**src/rtl/fps_pkg.sv**
```systemverilog
package fps_pkg;

    typedef enum logic [2:0] {
        ST_IDLE       = 3'd0,
        ST_PROG       = 3'd1,
        ST_PROG_LOCK  = 3'd2,
        ST_ERASE      = 3'd3,
        ST_ERASE_LOCK = 3'd4,
        ST_SUSP       = 3'd5,
        ST_SUSP_PROG  = 3'd6,
        ST_SUSP_LOCK  = 3'd7
    } fps_state_e;

    localparam logic [7:0] RD_MISS      = 8'hFF;
    localparam logic [7:0] RD_ERASE_RUN = 8'h00;
    localparam logic [7:0] RD_SUSPENDED = 8'h80;

endpackage

```
**src/rtl/fps_sector_decode.sv**
```systemverilog
module fps_sector_decode #(
    parameter int SECTORS = 8
) (
    input  logic [$clog2(SECTORS)-1:0] idx,
    output logic [SECTORS-1:0]         onehot
);

    localparam int SW = $clog2(SECTORS);

    for (genvar i = 0; i < SECTORS; i++) begin : g_sel
        assign onehot[i] = (idx == SW'(i));
    end

endmodule

```
**src/rtl/fps_window_timer.sv**
```systemverilog
module fps_window_timer #(
    parameter int PROG_CYC  = 250,
    parameter int ERASE_CYC = 12500
) (
    input  logic clk,
    input  logic rst_n,
    input  logic load_short,
    input  logic load_long,
    input  logic run,
    output logic expired
);

    localparam int CW = $clog2(ERASE_CYC + 1);

    logic [CW-1:0] cnt;

    always_ff @(posedge clk) begin
        if (!rst_n) begin
            cnt <= '0;
        end else if (load_long) begin
            cnt <= CW'(ERASE_CYC - 1);
        end else if (load_short) begin
            cnt <= CW'(PROG_CYC - 1);
        end else if (run && (cnt != '0)) begin
            cnt <= cnt - 1'b1;
        end
    end

    assign expired = (cnt == '0);

endmodule

```
**src/rtl/fps_ctrl.sv**
```systemverilog
module fps_ctrl
    import fps_pkg::*;
(
    input  logic       clk,
    input  logic       rst_n,
    input  logic       prog_go,
    input  logic       prog_prot,
    input  logic       erase_go,
    input  logic       erase_none,
    input  logic       susp_req,
    input  logic       resume_req,
    input  logic       op_done,
    input  logic       win_expired,
    output fps_state_e state,
    output logic       cap_prog,
    output logic       cap_erase,
    output logic       load_short,
    output logic       load_long,
    output logic       win_run
);

    fps_state_e state_nxt;
    logic       prog_ok;
    logic       erase_ok;

    // state register
    always_ff @(posedge clk) begin
        if (!rst_n) begin
            state <= ST_IDLE;
        end else begin
            state <= state_nxt;
        end
    end

    // next state
    always_comb begin
        state_nxt = state;
        unique case (state)
            ST_IDLE: begin
                if (prog_go) begin
                    state_nxt = prog_prot ? ST_PROG_LOCK : ST_PROG;
                end else if (erase_go) begin
                    state_nxt = erase_none ? ST_ERASE_LOCK : ST_ERASE;
                end
            end
            ST_PROG: begin
                if (op_done) state_nxt = ST_IDLE;
            end
            ST_PROG_LOCK: begin
                if (win_expired) state_nxt = ST_IDLE;
            end
            ST_ERASE: begin
                if (op_done) begin
                    state_nxt = ST_IDLE;
                end else if (susp_req) begin
                    state_nxt = ST_SUSP;
                end
            end
            ST_ERASE_LOCK: begin
                if (win_expired) state_nxt = ST_IDLE;
            end
            ST_SUSP: begin
                if (resume_req) begin
                    state_nxt = ST_ERASE;
                end else if (prog_go) begin
                    state_nxt = prog_prot ? ST_SUSP_LOCK : ST_SUSP_PROG;
                end
            end
            ST_SUSP_PROG: begin
                if (op_done) state_nxt = ST_SUSP;
            end
            ST_SUSP_LOCK: begin
                if (win_expired) state_nxt = ST_SUSP;
            end
            default: state_nxt = ST_IDLE;
        endcase
    end

    // outputs
    always_comb begin
        prog_ok    = prog_go && ((state == ST_IDLE) ||
                                 ((state == ST_SUSP) && !resume_req));
        erase_ok   = erase_go && !prog_go && (state == ST_IDLE);
        cap_prog   = prog_ok;
        cap_erase  = erase_ok;
        load_short = prog_ok && prog_prot;
        load_long  = erase_ok && erase_none;
        win_run    = (state == ST_PROG_LOCK) || (state == ST_ERASE_LOCK) ||
                     (state == ST_SUSP_LOCK);
    end

    AST_PROG_BEATS_ERASE: assert property (@(posedge clk) disable iff (!rst_n)
        (state == ST_IDLE && prog_go && erase_go) |=> (state == ST_PROG || state == ST_PROG_LOCK));
    AST_BUSY_IGNORES_START: assert property (@(posedge clk) disable iff (!rst_n)
        (state == ST_PROG && !op_done && (prog_go || erase_go)) |=> (state == ST_PROG));
    AST_LOCK_IGNORES_DONE: assert property (@(posedge clk) disable iff (!rst_n)
        (state == ST_PROG_LOCK && !win_expired && op_done) |=> (state == ST_PROG_LOCK));
    AST_SUSP_PROG_RETURNS: assert property (@(posedge clk) disable iff (!rst_n)
        (state == ST_SUSP_PROG && op_done) |=> (state == ST_SUSP));

endmodule

```
**src/rtl/flash_poll_status.sv**
```systemverilog
module flash_poll_status
    import fps_pkg::*;
#(
    parameter int ADDR_W        = 19,
    parameter int SECTORS       = 8,
    parameter int CLK_MHZ       = 125,
    parameter int PROG_LOCK_US  = 2,
    parameter int ERASE_LOCK_US = 100
) (
    input  logic               clk,
    input  logic               rst_n,
    input  logic               prog_go,
    input  logic [ADDR_W-1:0]  prog_addr,
    input  logic               prog_msb,
    input  logic               erase_go,
    input  logic               erase_all,
    input  logic [SECTORS-1:0] erase_mask,
    input  logic [SECTORS-1:0] sect_prot,
    input  logic               susp_req,
    input  logic               resume_req,
    input  logic               op_done,
    input  logic               rd_en,
    input  logic [ADDR_W-1:0]  rd_addr,
    input  logic [7:0]         array_rdata,
    output logic [7:0]         rd_data
);

    localparam int SW        = $clog2(SECTORS);
    localparam int PROG_CYC  = CLK_MHZ * PROG_LOCK_US;
    localparam int ERASE_CYC = CLK_MHZ * ERASE_LOCK_US;

    fps_state_e          st;
    logic [SECTORS-1:0]  prog_oh, rd_oh;
    logic [SECTORS-1:0]  sel_mask, eff_mask, vmask;
    logic                prog_prot, erase_none;
    logic                cap_prog, cap_erase, load_short, load_long, win_run;
    logic                win_expired;
    logic [ADDR_W-1:0]   p_addr;
    logic                p_msb;
    logic                hit_prog, hit_erase;
    logic [7:0]          rd_nxt;

    fps_sector_decode #(.SECTORS(SECTORS)) u_prog_dec (
        .idx    (prog_addr[ADDR_W-1 -: SW]),
        .onehot (prog_oh)
    );

    fps_sector_decode #(.SECTORS(SECTORS)) u_rd_dec (
        .idx    (rd_addr[ADDR_W-1 -: SW]),
        .onehot (rd_oh)
    );

    always_comb begin
        prog_prot  = |(prog_oh & sect_prot);
        sel_mask   = erase_all ? {SECTORS{1'b1}} : erase_mask;
        eff_mask   = sel_mask & ~sect_prot;
        erase_none = ~|eff_mask;
    end

    fps_ctrl u_ctrl (
        .clk         (clk),
        .rst_n       (rst_n),
        .prog_go     (prog_go),
        .prog_prot   (prog_prot),
        .erase_go    (erase_go),
        .erase_none  (erase_none),
        .susp_req    (susp_req),
        .resume_req  (resume_req),
        .op_done     (op_done),
        .win_expired (win_expired),
        .state       (st),
        .cap_prog    (cap_prog),
        .cap_erase   (cap_erase),
        .load_short  (load_short),
        .load_long   (load_long),
        .win_run     (win_run)
    );

    fps_window_timer #(
        .PROG_CYC  (PROG_CYC),
        .ERASE_CYC (ERASE_CYC)
    ) u_timer (
        .clk        (clk),
        .rst_n      (rst_n),
        .load_short (load_short),
        .load_long  (load_long),
        .run        (win_run),
        .expired    (win_expired)
    );

    // operation context captured at the accepted start
    always_ff @(posedge clk) begin
        if (!rst_n) begin
            p_addr <= '0;
            p_msb  <= 1'b0;
            vmask  <= '0;
        end else begin
            if (cap_prog) begin
                p_addr <= prog_addr;
                p_msb  <= prog_msb;
            end
            if (cap_erase) begin
                vmask <= (erase_all && !erase_none) ? eff_mask : sel_mask;
            end
        end
    end

    // read result selection
    always_comb begin
        hit_prog  = (rd_addr == p_addr);
        hit_erase = |(rd_oh & vmask);
        rd_nxt    = array_rdata;
        unique case (st)
            ST_IDLE:                    rd_nxt = array_rdata;
            ST_PROG, ST_PROG_LOCK,
            ST_SUSP_PROG, ST_SUSP_LOCK: rd_nxt = hit_prog ? {~p_msb, 7'b0} : RD_MISS;
            ST_ERASE, ST_ERASE_LOCK:    rd_nxt = hit_erase ? RD_ERASE_RUN : RD_MISS;
            ST_SUSP:                    rd_nxt = hit_erase ? RD_SUSPENDED : array_rdata;
            default:                    rd_nxt = RD_MISS;
        endcase
    end

    always_ff @(posedge clk) begin
        if (!rst_n) begin
            rd_data <= RD_MISS;
        end else if (rd_en) begin
            rd_data <= rd_nxt;
        end
    end

    AST_IDLE_PASSES_ARRAY: assert property (@(posedge clk) disable iff (!rst_n)
        (rd_en && st == ST_IDLE) |=> (rd_data == $past(array_rdata)));
    AST_HOLD_NO_READ: assert property (@(posedge clk) disable iff (!rst_n)
        !rd_en |=> $stable(rd_data));
    AST_START_LEAVES_IDLE: assert property (@(posedge clk) disable iff (!rst_n)
        (st == ST_IDLE && (prog_go || erase_go)) |=> (st != ST_IDLE));
    AST_PROG_INVERTS_MSB: assert property (@(posedge clk) disable iff (!rst_n)
        (rd_en && (st == ST_PROG || st == ST_SUSP_PROG) && rd_addr == p_addr)
        |=> (rd_data[7] != $past(p_msb) && rd_data[6:0] == 7'd0));
    AST_ERASE_READS_ZERO: assert property (@(posedge clk) disable iff (!rst_n)
        (rd_en && (st == ST_ERASE || st == ST_ERASE_LOCK) && hit_erase) |=> (rd_data == 8'h00));
    AST_MISS_READS_ONES: assert property (@(posedge clk) disable iff (!rst_n)
        (rd_en && (st == ST_ERASE || st == ST_ERASE_LOCK) && !hit_erase) |=> (rd_data == 8'hFF));
    AST_SUSP_FLAG_HIGH: assert property (@(posedge clk) disable iff (!rst_n)
        (rd_en && st == ST_SUSP && hit_erase) |=> rd_data[7]);
    AST_LOCK_CONFINED: assert property (@(posedge clk) disable iff (!rst_n)
        (win_run && win_expired) |=> (st == ST_IDLE || st == ST_SUSP));

endmodule

```
**config.mk**
```make
export PLATFORM = sky130hd
export DESIGN_NAME = flash_poll_status
export DESIGN_NICKNAME = d
export VERILOG_FILES = /design/src/rtl/fps_pkg.sv /design/src/rtl/fps_sector_decode.sv /design/src/rtl/fps_window_timer.sv /design/src/rtl/fps_ctrl.sv /design/src/rtl/flash_poll_status.sv
export SDC_FILE = /design/constraint.sdc
export NUM_CORES = 1
export LEC_CHECK = 0
export BUFFER_PORTS_ARGS = -buffer_cell sky130_fd_sc_hd__buf_2
export CAP_MARGIN = 10
export CORE_ASPECT_RATIO = 0.5
export CORE_MARGIN = 2
export CORE_UTILIZATION = 30
export DETAILED_ROUTE_END_ITERATION = 7
export HOLD_SLACK_MARGIN = 0.15
export PLACE_DENSITY = 0.61
export SLEW_MARGIN = 10
export SYNTH_ARGS = -nofsm -noshare
export SYNTH_HDL_FRONTEND = slang
export SYNTH_SLANG_ARGS = --single-unit
```
**constraint.sdc**
```tcl
create_clock -name clk -period 2.7 [get_ports clk]
set_clock_uncertainty 0.1 [all_clocks]
set_input_delay 0.675 -clock clk [delete_from_list [all_inputs] [get_ports clk]]
set_output_delay 0.675 -clock clk [all_outputs]
set_load 0.02 [all_outputs]
```
==> qor.csv <==
metric,value,unit
CTS Buffer Depth,2,
"CTS clk-pin slew, worst paths",70,ps
Syn Area/Cell,8.89,um2
drt pass-1 iters,5,
PortBufs,79,
flop2flop setup slack,470,ps
final setup vio count,0,
Worst-Margin Slew,828,ps
pins over their slew limit,0,
Synth Warn #,0,
WP buf/inv,1,
Die Ht,74.2,um
setup TNS,0,ps
Setup CP Type,in2reg,
Tmin final,2340,ps
post-synthesis cell area,2950,um2
Synth area leaders,"dfxtp_1 36%, mux2i_1 7.8%, xnor2_1 7.1%",
Hold WS,350,ps
Yosys reg bits,53,
most instantiated cells after synthesis,"53 x dfxtp_1, 31 x nor2_1, 25 x nor2b_1, 24 x nand2_1, 24 x xnor2_1",
vias per cell,4.79,
post-route cell area,3680,um2
register area share after synthesis,0.359,
Cell Pwr Density,942,nW/um2
"Async S/R FF share, synth",0,
Slew headroom,0.443,
Syn Inst Count,332,
first-pass GRT wire length,11.7,mm
worst-skew pair later-pin latency,290,ps
R2R cell count,7,
Yosys top cell area share,0.359,
Initial Utilization,0.311,
Crit path max-delay family,multiplexers,
total grt overflow,0,
CTS tree,built,
# clock sinks,53,
status,"finished, final reports clean",
Crit-path slowest cell,mux4_2,
leakage power,0.00152,uW
crit-path cells,buf_2 > mux4_2 > mux2i_1 > nand3_1 > a21oi_2 > nand2_1 > a32oi_1,
Placeable Area,9510,um2
FP Rows,25,
Mapped Nets,405,
critical-path maximum fanout,7,
# resized after CTS,0,
Final Util,0.387,
Tot GR Track Use,0.138,
total CTS buffers,5,
DP Area,3520,um2
die width,144,um
Pwr Total,3460,uW
ANT nets after route,0,
Crit path required time,2810,ps
worst r2r src,u_timer.cnt[5]$_SDFFE_PP0P_,
Main synth FF type,dfxtp_1,
hold path depth,2,
Max Clk Rate,0.427,GHz
most frequent cell after synthesis,dfxtp_1,
final hold violations,0,
num ports,80,
# DRC,0,
number of global-route vias before repair,2444,
Hold WC Path Type,reg2reg,
layout cell share with drive strength beyond 1,0.273,
fin crit share,0.867,
full die area,10700,um2
antenna violations before repair,0,
CP Launch Type,primary input,
Detail Placement HPWL,5.46,mm
root buffer cell,clkbuf_16,
worst hold path startpoint,vmask[3]$_SDFFE_PN0P_,
CP arrival,2450,ps
Max stage delay on crit path,500,ps
Worst Hold Path EP,vmask[3]$_SDFFE_PN0P_,
RSZ-0062 raised after global routing,false,
Area growth syn-to-layout,24.5,%
final wirelength,7.14,mm
Post-synth EDFFs,0,
largest net degree at the start of global routing,30,
n_diodes,0,
Synth area leader,dfxtp_1,
Synth cell types,55,
crit end category,flip-flop,
number of max-cap violations,0,
RePlAce Congestion,0.853,
post-layout net count,483,
Vias,2616,
H-tree depth,2,
Reg-to-Reg End,u_ctrl.state[0]$_SDFFE_PN0P_,
crit path launch,rd_addr[16],
DR WL/cell,13.1,um
Starting DRT DRC Count,141,
postcts setup bufs,0,
worst vdd ir,298,uV
Hold Buf Count CTS,0,
==> state kept, by name, summed over array words and instances (netlist names) <==
signal / count
p_addr: 19
p_msb: 1
rd_data: 8
u_ctrl.state: 3
u_timer.cnt: 14
vmask: 8
==> power by group <==
group | total [uW] | switching (uW) | internal [uW]
sequential | 1180 | 196 | 988
combinational | 1600 | 855 | 746
clock | 677 | 284 | 393
==> per-stage QoR <==
stage                     setup WS, ps  instances
after floorplan                    473        332
after global placement            86.9        538
after detailed placement          54.8        538
after CTS                          367        546
after global routing               208        546
final                              360        546
==> layout make-up <==
class                   instances  area [um2]
flip-flops and latches         53        1060
well taps                     135         169
inverters                      11        41.3
clock inverters                 1        5.00
multi-input cells             249        1770
clock buffers                   7         153
fillers                       994        5830
repair buffers                 90         478
==> worst min-delay path: stages, from the launching register on <==
cell      delay, ps
dfxtp_1         310
nand2_1          50
a21boi_1         50
==> worst max path at each step <==
stage,end,cells past startpoint
floorplan,vmask[0]$_SDFFE_PN0P_,7
global placement,rd_data[2]$_SDFFE_PN1P_,7
detailed placement,rd_data[5]$_SDFFE_PN1P_,7
CTS,rd_data[5]$_SDFFE_PN1P_,7
global route,rd_data[4]$_SDFFE_PN1P_,8
finish,rd_data[5]$_SDFFE_PN1P_,7
==> routing by layer <==
metal / up-vias / part of all wire / GRT usage
met3: 5 / 0.029 / 0.0277
met2: 45 / 0.49 / 0.238
met5: - / 0 / 0
met4: 0 / 0.010 / 0.0399
met1: 1242 / 0.47 / 0.179
li1: 1324 / - / -
==> cell usage in the layout (no fill, tap or decap), types with 2 or more instances in the layout <==
| master | count |
|---|---|
| o21a_1 | 4 |
| nand2_1 | 24 |
| a21oi_2 | 2 |
| nand3_1 | 8 |
| clkbuf_8 | 2 |
| nor2b_1 | 25 |
| mux2i_1 | 23 |
| o21ai_0 | 6 |
| nor2_2 | 2 |
| dfxtp_1 | 53 |
| buf_2 | 79 |
| mux4_2 | 4 |
| or3_1 | 2 |
| xnor2_1 | 24 |
| o21ai_1 | 3 |
| nand4_1 | 6 |
| a32oi_1 | 7 |
| and2_1 | 3 |
| o211ai_1 | 2 |
| clkbuf_16 | 5 |
| a21boi_1 | 12 |
| a211oi_1 | 2 |
| nor2_1 | 31 |
| a211o_1 | 9 |
| nand2b_1 | 3 |
| a21oi_1 | 6 |
| buf_4 | 11 |
| a31oi_1 | 3 |
| xor2_1 | 7 |
| nand3b_1 | 3 |
| nor3_1 | 5 |
| inv_1 | 11 |
==> logic make-up (layout without fill, tap and decap cells) <==
family / after synthesis / after routing / synth area share
compound gates: 66 / 66 / 0.167
simple gates: 122 / 122 / 0.221
xor+xnor: 31 / 31 / 0.0919
buf+inv: 30 / 109 / 0.0411
mux: 28 / 28 / 0.112
flops: 53 / 53 / 0.359
fa+ha+maj: 2 / 2 / 0.00763
Note: power is estimated with default switching activity, not from simulation.
